**config.mk**
```make
export PLATFORM = sky130hd
export DESIGN_NAME = edh_flag_capture
export DESIGN_NICKNAME = d
export VERILOG_FILES = /design/src/rtl/edh_pkg.sv /design/src/rtl/edh_adf_seek.sv /design/src/rtl/edh_pkt_parse.sv /design/src/rtl/edh_flag_bank.sv /design/src/rtl/edh_flag_capture.sv
export SDC_FILE = /design/constraint.sdc
export NUM_CORES = 1
export LEC_CHECK = 0
export ABC_AREA = 1
export BUFFER_PORTS_ARGS = -buffer_cell sky130_fd_sc_hd__buf_2
export CAP_MARGIN = 20
export CORE_MARGIN = 2
export CORE_UTILIZATION = 44
export DETAILED_ROUTE_END_ITERATION = 8
export HOLD_SLACK_MARGIN = 0.03
export PLACE_DENSITY = 0.72
export SYNTH_ARGS = -nofsm -noshare
export SYNTH_HDL_FRONTEND = slang
export SYNTH_HIERARCHICAL = 1
export SYNTH_SLANG_ARGS = --single-unit
```
**constraint.sdc**
```tcl
create_clock -name clk -period 3.1 [get_ports clk]
set_input_delay 0.31 -clock clk [delete_from_list [all_inputs] [get_ports clk]]
set_output_delay 0.31 -clock clk [all_outputs]
set_load 0.01 [all_outputs]
```
**src/rtl/edh_pkg.sv**
```systemverilog
// Package: shared constants and types for the EDH flag extractor.
// Assumes 10-bit words; the flag group width is fixed at five bits.
package edh_pkg;
    localparam int FLAG_W   = 5;
    localparam int N_AREA   = 3;
    localparam int AREA_ANC = 0;
    localparam int AREA_AP  = 1;
    localparam int AREA_FF  = 2;

    typedef logic [FLAG_W-1:0] flag_grp_t;

    typedef enum logic [2:0] {
        PS_IDLE,
        PS_DBN,
        PS_DCNT,
        PS_DATA,
        PS_CSUM
    } pstate_t;
endpackage

```
**src/rtl/edh_adf_seek.sv**
```systemverilog
// Module: tracks the ancillary data flag (all-zero, all-one, all-one)
// across consecutive valid words. adf_seen is high while the last three
// valid words formed the flag. Assumes invalid cycles carry no word.
module edh_adf_seek #(
    parameter int WORD_W = 10
) (
    input  logic              clk,
    input  logic              rst_n,
    input  logic              word_vld,
    input  logic [WORD_W-1:0] word_in,
    output logic              adf_seen
);
    localparam logic [WORD_W-1:0] W_ZERO = '0;
    localparam logic [WORD_W-1:0] W_ONES = '1;

    logic [1:0] stage_q;
    logic       is_zero;
    logic       is_ones;

    assign is_zero = (word_in == W_ZERO);
    assign is_ones = (word_in == W_ONES);

    // Advance the flag matcher on each valid word; a zero word restarts it.
    always_ff @(posedge clk) begin
        if (!rst_n) begin
            stage_q <= 2'd0;
        end else if (word_vld) begin
            case (stage_q)
                2'd1:    stage_q <= is_ones ? 2'd2 : (is_zero ? 2'd1 : 2'd0);
                2'd2:    stage_q <= is_ones ? 2'd3 : (is_zero ? 2'd1 : 2'd0);
                default: stage_q <= is_zero ? 2'd1 : 2'd0;
            endcase
        end
    end

    assign adf_seen = (stage_q == 2'd3);
endmodule

```
**src/rtl/edh_pkt_parse.sv**
```systemverilog
// Module: walks one EDH packet from its identifier word to its checksum.
// It accumulates the 9-bit checksum and stages the three flag groups.
// At the checksum word it raises commit_vld for one cycle, with commit_ok
// showing whether the sum matched and the count was long enough.
// Assumes the identifier is accepted only while adf_seen is high.
module edh_pkt_parse
    import edh_pkg::*;
#(
    parameter int              WORD_W   = 10,
    parameter logic [WORD_W-1:0] DID_VAL = 10'h1F4,
    parameter int              ANC_IDX  = 6,
    parameter int              AP_IDX   = 7,
    parameter int              FF_IDX   = 8,
    parameter int              FLAG_LSB = 1
) (
    input  logic                    clk,
    input  logic                    rst_n,
    input  logic                    word_vld,
    input  logic [WORD_W-1:0]       word_in,
    input  logic                    field_in,
    input  logic                    adf_seen,
    output logic                    busy,
    output logic                    commit_vld,
    output logic                    commit_ok,
    output logic                    commit_field,
    output flag_grp_t [N_AREA-1:0]  commit_flags
);
    localparam int SUM_W   = WORD_W - 1;
    localparam int CNT_W   = 8;
    localparam int MAX_POS = (ANC_IDX > AP_IDX)
                           ? ((ANC_IDX > FF_IDX) ? ANC_IDX : FF_IDX)
                           : ((AP_IDX > FF_IDX) ? AP_IDX : FF_IDX);
    localparam int MIN_DC  = MAX_POS + 1;
    localparam int AREA_POS [N_AREA] = '{ANC_IDX, AP_IDX, FF_IDX};

    pstate_t                state_q, state_d;
    logic [CNT_W-1:0]       dc_q;
    logic [CNT_W-1:0]       idx_q;
    logic [SUM_W-1:0]       sum_q;
    logic                   field_q;
    flag_grp_t [N_AREA-1:0] stage_q;
    logic                   start;
    logic                   last_data;

    assign start     = (state_q == PS_IDLE) && word_vld && adf_seen
                       && (word_in == DID_VAL);
    assign last_data = (idx_q == dc_q - 8'd1);

    // Next-state selection; only valid words move the parser.
    always_comb begin
        state_d = state_q;
        if (word_vld) begin
            case (state_q)
                PS_IDLE: if (start) state_d = PS_DBN;
                PS_DBN:  state_d = PS_DCNT;
                PS_DCNT: state_d = (word_in[CNT_W-1:0] == '0) ? PS_CSUM : PS_DATA;
                PS_DATA: if (last_data) state_d = PS_CSUM;
                PS_CSUM: state_d = PS_IDLE;
                default: state_d = PS_IDLE;
            endcase
        end
    end

    // State register.
    always_ff @(posedge clk) begin
        if (!rst_n) state_q <= PS_IDLE;
        else        state_q <= state_d;
    end

    // Checksum accumulation, data count, payload index and field latch.
    always_ff @(posedge clk) begin
        if (!rst_n) begin
            dc_q    <= '0;
            idx_q   <= '0;
            sum_q   <= '0;
            field_q <= 1'b0;
        end else if (word_vld) begin
            case (state_q)
                PS_IDLE: begin
                    if (start) begin
                        sum_q   <= word_in[SUM_W-1:0];
                        field_q <= field_in;
                    end
                end
                PS_DBN: sum_q <= sum_q + word_in[SUM_W-1:0];
                PS_DCNT: begin
                    sum_q <= sum_q + word_in[SUM_W-1:0];
                    dc_q  <= word_in[CNT_W-1:0];
                    idx_q <= '0;
                end
                PS_DATA: begin
                    sum_q <= sum_q + word_in[SUM_W-1:0];
                    idx_q <= idx_q + 8'd1;
                end
                default: ;
            endcase
        end
    end

    // One staging register per area, loaded at that area's payload position.
    for (genvar g = 0; g < N_AREA; g++) begin : g_stage
        always_ff @(posedge clk) begin
            if (!rst_n) begin
                stage_q[g] <= '0;
            end else if (word_vld && (state_q == PS_DATA)
                         && (idx_q == CNT_W'(AREA_POS[g]))) begin
                stage_q[g] <= word_in[FLAG_LSB +: FLAG_W];
            end
        end
    end

    assign busy         = (state_q != PS_IDLE);
    assign commit_vld   = (state_q == PS_CSUM) && word_vld;
    assign commit_ok    = (word_in[SUM_W-1:0] == sum_q) && (dc_q >= CNT_W'(MIN_DC));
    assign commit_field = field_q;
    assign commit_flags = stage_q;
endmodule

```
**src/rtl/edh_flag_bank.sv**
```systemverilog
// Module: sticky store for the three flag groups and the field bit, with
// a registered host read port. The store changes only on reset or on an
// accepted commit; reads have no side effects.
module edh_flag_bank
    import edh_pkg::*;
(
    input  logic                    clk,
    input  logic                    rst_n,
    input  logic                    commit_vld,
    input  logic                    commit_ok,
    input  logic                    commit_field,
    input  flag_grp_t [N_AREA-1:0]  commit_flags,
    input  logic                    rd_en,
    input  logic [1:0]              rd_sel,
    output flag_grp_t [N_AREA-1:0]  flags_q,
    output logic [FLAG_W-1:0]       rd_data
);
    logic              field_q;
    logic [FLAG_W-1:0] rd_mux;

    // Sticky storage, one group per area, written together on a good packet.
    for (genvar g = 0; g < N_AREA; g++) begin : g_area
        always_ff @(posedge clk) begin
            if (!rst_n)                       flags_q[g] <= '0;
            else if (commit_vld && commit_ok) flags_q[g] <= commit_flags[g];
        end
    end

    // Field of the last committed packet.
    always_ff @(posedge clk) begin
        if (!rst_n)                       field_q <= 1'b0;
        else if (commit_vld && commit_ok) field_q <= commit_field;
    end

    // Read select.
    always_comb begin
        case (rd_sel)
            2'd0:    rd_mux = flags_q[AREA_ANC];
            2'd1:    rd_mux = flags_q[AREA_AP];
            2'd2:    rd_mux = flags_q[AREA_FF];
            default: rd_mux = {{(FLAG_W-1){1'b0}}, field_q};
        endcase
    end

    // Registered read data, held between strobes.
    always_ff @(posedge clk) begin
        if (!rst_n)     rd_data <= '0;
        else if (rd_en) rd_data <= rd_mux;
    end
endmodule

```
**src/rtl/edh_flag_capture.sv**
```systemverilog
// Module: top of the EDH flag extractor. Chains the flag matcher, the
// packet parser and the sticky flag store. pkt_n is low while a packet
// is in progress and rises at the edge where its flags are committed.
module edh_flag_capture
    import edh_pkg::*;
#(
    parameter int                WORD_W   = 10,
    parameter logic [WORD_W-1:0] DID_VAL  = 10'h1F4,
    parameter int                ANC_IDX  = 6,
    parameter int                AP_IDX   = 7,
    parameter int                FF_IDX   = 8,
    parameter int                FLAG_LSB = 1
) (
    input  logic              clk,
    input  logic              rst_n,
    input  logic [WORD_W-1:0] word_in,
    input  logic              word_vld,
    input  logic              field_in,
    input  logic              rd_en,
    input  logic [1:0]        rd_sel,
    output logic [FLAG_W-1:0] rd_data,
    output logic              pkt_n
);
    logic                   adf_seen;
    logic                   busy;
    logic                   commit_vld;
    logic                   commit_ok;
    logic                   commit_field;
    flag_grp_t [N_AREA-1:0] commit_flags;
    flag_grp_t [N_AREA-1:0] bank_flags;

    edh_adf_seek #(.WORD_W(WORD_W)) u_seek (
        .clk      (clk),
        .rst_n    (rst_n),
        .word_vld (word_vld),
        .word_in  (word_in),
        .adf_seen (adf_seen)
    );

    edh_pkt_parse #(
        .WORD_W   (WORD_W),
        .DID_VAL  (DID_VAL),
        .ANC_IDX  (ANC_IDX),
        .AP_IDX   (AP_IDX),
        .FF_IDX   (FF_IDX),
        .FLAG_LSB (FLAG_LSB)
    ) u_parse (
        .clk          (clk),
        .rst_n        (rst_n),
        .word_vld     (word_vld),
        .word_in      (word_in),
        .field_in     (field_in),
        .adf_seen     (adf_seen),
        .busy         (busy),
        .commit_vld   (commit_vld),
        .commit_ok    (commit_ok),
        .commit_field (commit_field),
        .commit_flags (commit_flags)
    );

    edh_flag_bank u_bank (
        .clk          (clk),
        .rst_n        (rst_n),
        .commit_vld   (commit_vld),
        .commit_ok    (commit_ok),
        .commit_field (commit_field),
        .commit_flags (commit_flags),
        .rd_en        (rd_en),
        .rd_sel       (rd_sel),
        .flags_q      (bank_flags),
        .rd_data      (rd_data)
    );

    assign pkt_n = ~busy;
endmodule

```
==> impl_results.md <==
- Fin util: approximately 50%
- Syn Nets: 567
- Hold Crit Class: in -> reg
- # rows: 33
- Post-CTS sizing: 0
- Final Wtd Congestion: 0.913
- Layout cells sized above 1: 11.8%
- RSZ-0062 raised after global routing: no
- DRT antenna net count: 0
- WP data arrival: 2.73 ns
- Num CTS Buffers: 9
- Via density: 5.20
- Power density over the cells: 714 mW/mm^2
- Flop pwr share: 36.3%
- Post-synth cell types: 46
- Core area: 0.00826 mm^2
- Syn_area_per_cell: 7.03 um^2
- Die area: 0.00927 mm^2
- PortBufs: 22
- Initial DRC count: 159
- Worst Path Max Fanout: 17
- Slew Limit Fails: 0
- Clk_lat worst skew: about 0.35 ns
- Cells after Synth: 533
- Met2 routed WL: 3870 um
- CP Capture Type: flip-flop
- LEAKAGE: between 1.5 and 2 nW
- Tot Pwr: slightly below 3 mW
- Crit-path max cell delay: 0.45 ns
- Status: completed
- Part of the cycle the worst path needs: 78.9%
- Clock share of power: 24.7%
- Critical path, cell by cell: inv_1 -> ha_1 -> nand2_1 -> nor2_1 -> o2111a_1 -> nor4_1 -> nand2_2 -> inv_2 -> nor2_1 -> nor2_1
- Layout area overhead: 10.1%
- CP required: between 3 and 4 ns
- Slew @ Worst Pin: 0.851 ns
- Total detailed-routing wirelength: about 8400 um
- Sequential area share after synthesis: between 30% and 40%
- Hpwl dp: just over 6000 um
- MaxCap Viol Count: 0
- Clock Path Buffers: 2
- Commonest non-fill, non-tap cell in the layout: nand2_1
- First-pass GRT wire length: between 10000 and 15000 um
- Routed len/inst: roughly 13 um
- Clk Tree Root Cell: clkbuf_8
- Clk sinks: 67
- CTS clk-pin slew, worst paths: around 0.080 ns
- Vias in the first global route: just over 3000
- IO Pins: 23
- CTS tree: done
- Initial Util: between 40% and 50%
- H-tree levels: 3
- Synth warn: 6
- Commonest cells after routing, fill and taps aside: nand2_1, nor2_1, dfxtp_1
- Final setup vio count: 0
- GRT overflow: 0
- # hold bufs at CTS: 0
- Switching Fraction: about 40%
- Wl on met1: 3990 um
- Drt drc: 0
- Synth Register Bits: 67
- Setup TNS: 0 ns
- Fin. Hold Viols: 0
- P_int: around 1.7 mW
- Skew final: between 0.007 and 0.008 ns
- DIE HEIGHT: 96.3 um
- Top Metal Used: met4
- Drt first pass iters: 5
- Slew margin rel.: 43.0%
- Chip Width: just under 100 um
- Peak VDD IR: 370 uV
- Largest net degree at the start of global routing: 41
- Max frequency: 409 MHz
- Total number of vias: around 3500
- CP Class: reg -> reg
- Gr usage total: 19.4%
- Postcts setup bufs: 0
- Slowest CP cell: dfxtp_1
- Post-Syn Area: 0.00375 mm^2
- Met3 Routed Length: 404 um
- Initial antenna violation count: 0
- CP startpoint kind: flip-flop
- Antenna cell count: 0
- P_sw: 1.20 mW
- Most frequent CP cell: nor2_1
- Post-layout minimum cycle time: between 2 and 2.5 ns
- Combinational Power Share: 38.9%
- Fin nets: 590
worst max-delay path: cells and delay by family (launching register included):
kind / cells / cell delay, ns
flip-flops: 1 / 0.45
AND/OR/NAND/NOR: 6 / 0.97
buffers and inverters: 2 / 0.43
AO/OA/AOI/OAI: 1 / 0.25
adder cells (fa/ha/maj): 1 / 0.28
power by group through the flow:
stage | clock network [mW] | registers (mW) | logic, mW
after global placement | 0 | 1.09 | 1.11
after detailed placement | 0 | 1.09 | 1.14
after global routing | 0.791 | 1.09 | 1.34
final | 0.730 | 1.07 | 1.15
after CTS | 0.750 | 1.07 | 1.14
after floorplan | 0 | 1.07 | 0.922
area by class of cell:
| type | instances | area (um^2) |
|---|---|---|
| multi-input cells | 393 | 2090 |
| repair buffers | 23 | 118 |
| flip-flops and latches | 67 | 1340 |
| clock inverters | 7 | 75.1 |
| fillers | 832 | 4130 |
| inverters | 62 | 251 |
| well taps | 105 | 131 |
| clock buffers | 9 | 124 |
state kept, by name, indices dropped and copies added (netlist names):
| signal | cells |
|---|---|
| u_parse/idx_q | 8 |
| u_parse/commit_field | 1 |
| u_parse/dc_q | 8 |
| u_parse/commit_flags | 15 |
| u_seek/stage_q | 2 |
| u_bank/field_q | 1 |
| u_parse/state_q | 3 |
| u_parse/sum_q | 9 |
| u_bank/rd_data | 5 |
| u_bank/flags_q | 15 |
worst paths after layout:
path	slack, ns	from	cells after the start	endpoint
setup / recovery	0.65	u_parse/dc_q[0]$_SDFFE_PN0P_	10	u_bank/flags_q[11]$_SDFFE_PN0P_
hold / removal	0.22	field_in	3	u_parse/commit_field$_SDFFE_PN0P_
setup reg to reg	0.65	u_parse/dc_q[0]$_SDFFE_PN0P_	10	u_bank/flags_q[11]$_SDFFE_PN0P_
hold reg to reg	0.47	u_bank/rd_data[1]$_SDFFE_PN0P_	2	u_bank/rd_data[1]$_SDFFE_PN0P_
per-layer routing:
metal  global-route usage [%]  vias up
met4                     4.93        0
met2                     31.9       78
met3                     5.09       10
met1                     25.4     1563
met5                        0        -
li1                         -     1811
synth_stat cells, drive strengths merged:
cell	n	area (um^2)
nand2	100	405
a2bb2oi	1	8.76
nor4	4	40.0
a21oi	37	189
a211oi	10	75.1
or2	2	12.5
bufinv	1	17.5
buf	6	47.5
clkbuf	5	20.0
and2	1	6.26
o211a	1	10.0
xnor2	2	17.5
clkinv	2	12.5
nor3	8	78.8
fa	1	20.0
or4	1	7.51
ha	16	200
xor2	3	26.3
inv	59	221
dfxtp	67	1340
o21bai	1	7.51
nand3	39	195
a221oi	1	8.76
o21ai	56	280
nand4	9	62.6
o2111a	1	11.3
a31oi	2	12.5
nor2	96	405
o21a	1	7.51
cell families (layout without fill, tap and decap cells):
family	count (synthesis)	in the layout	share of synthesized area, %
AOI/OAI and AO/OA	111	111	16.3
xor gates and xnor gates	5	5	1.17
adders and majority gates	17	17	5.87
buffers and inverters	73	101	8.51
DFF	67	67	35.8
and+or+nand+nor	260	260	32.4
stage by stage:
step	worst slack, ns	std cells	hold WS, ns	area (um^2)
2_1_floorplan	1.06	533	0.403	3750
3_3_place_gp	0.649	650	0.451	3930
3_5_place_dp	0.581	650	0.463	3930
4_1_cts	0.686	666	0.206	4130
5_1_grt	0.424	666	0.214	4130
6_report	0.655	666	0.217	4130
(Power assumes the default switching activity.)
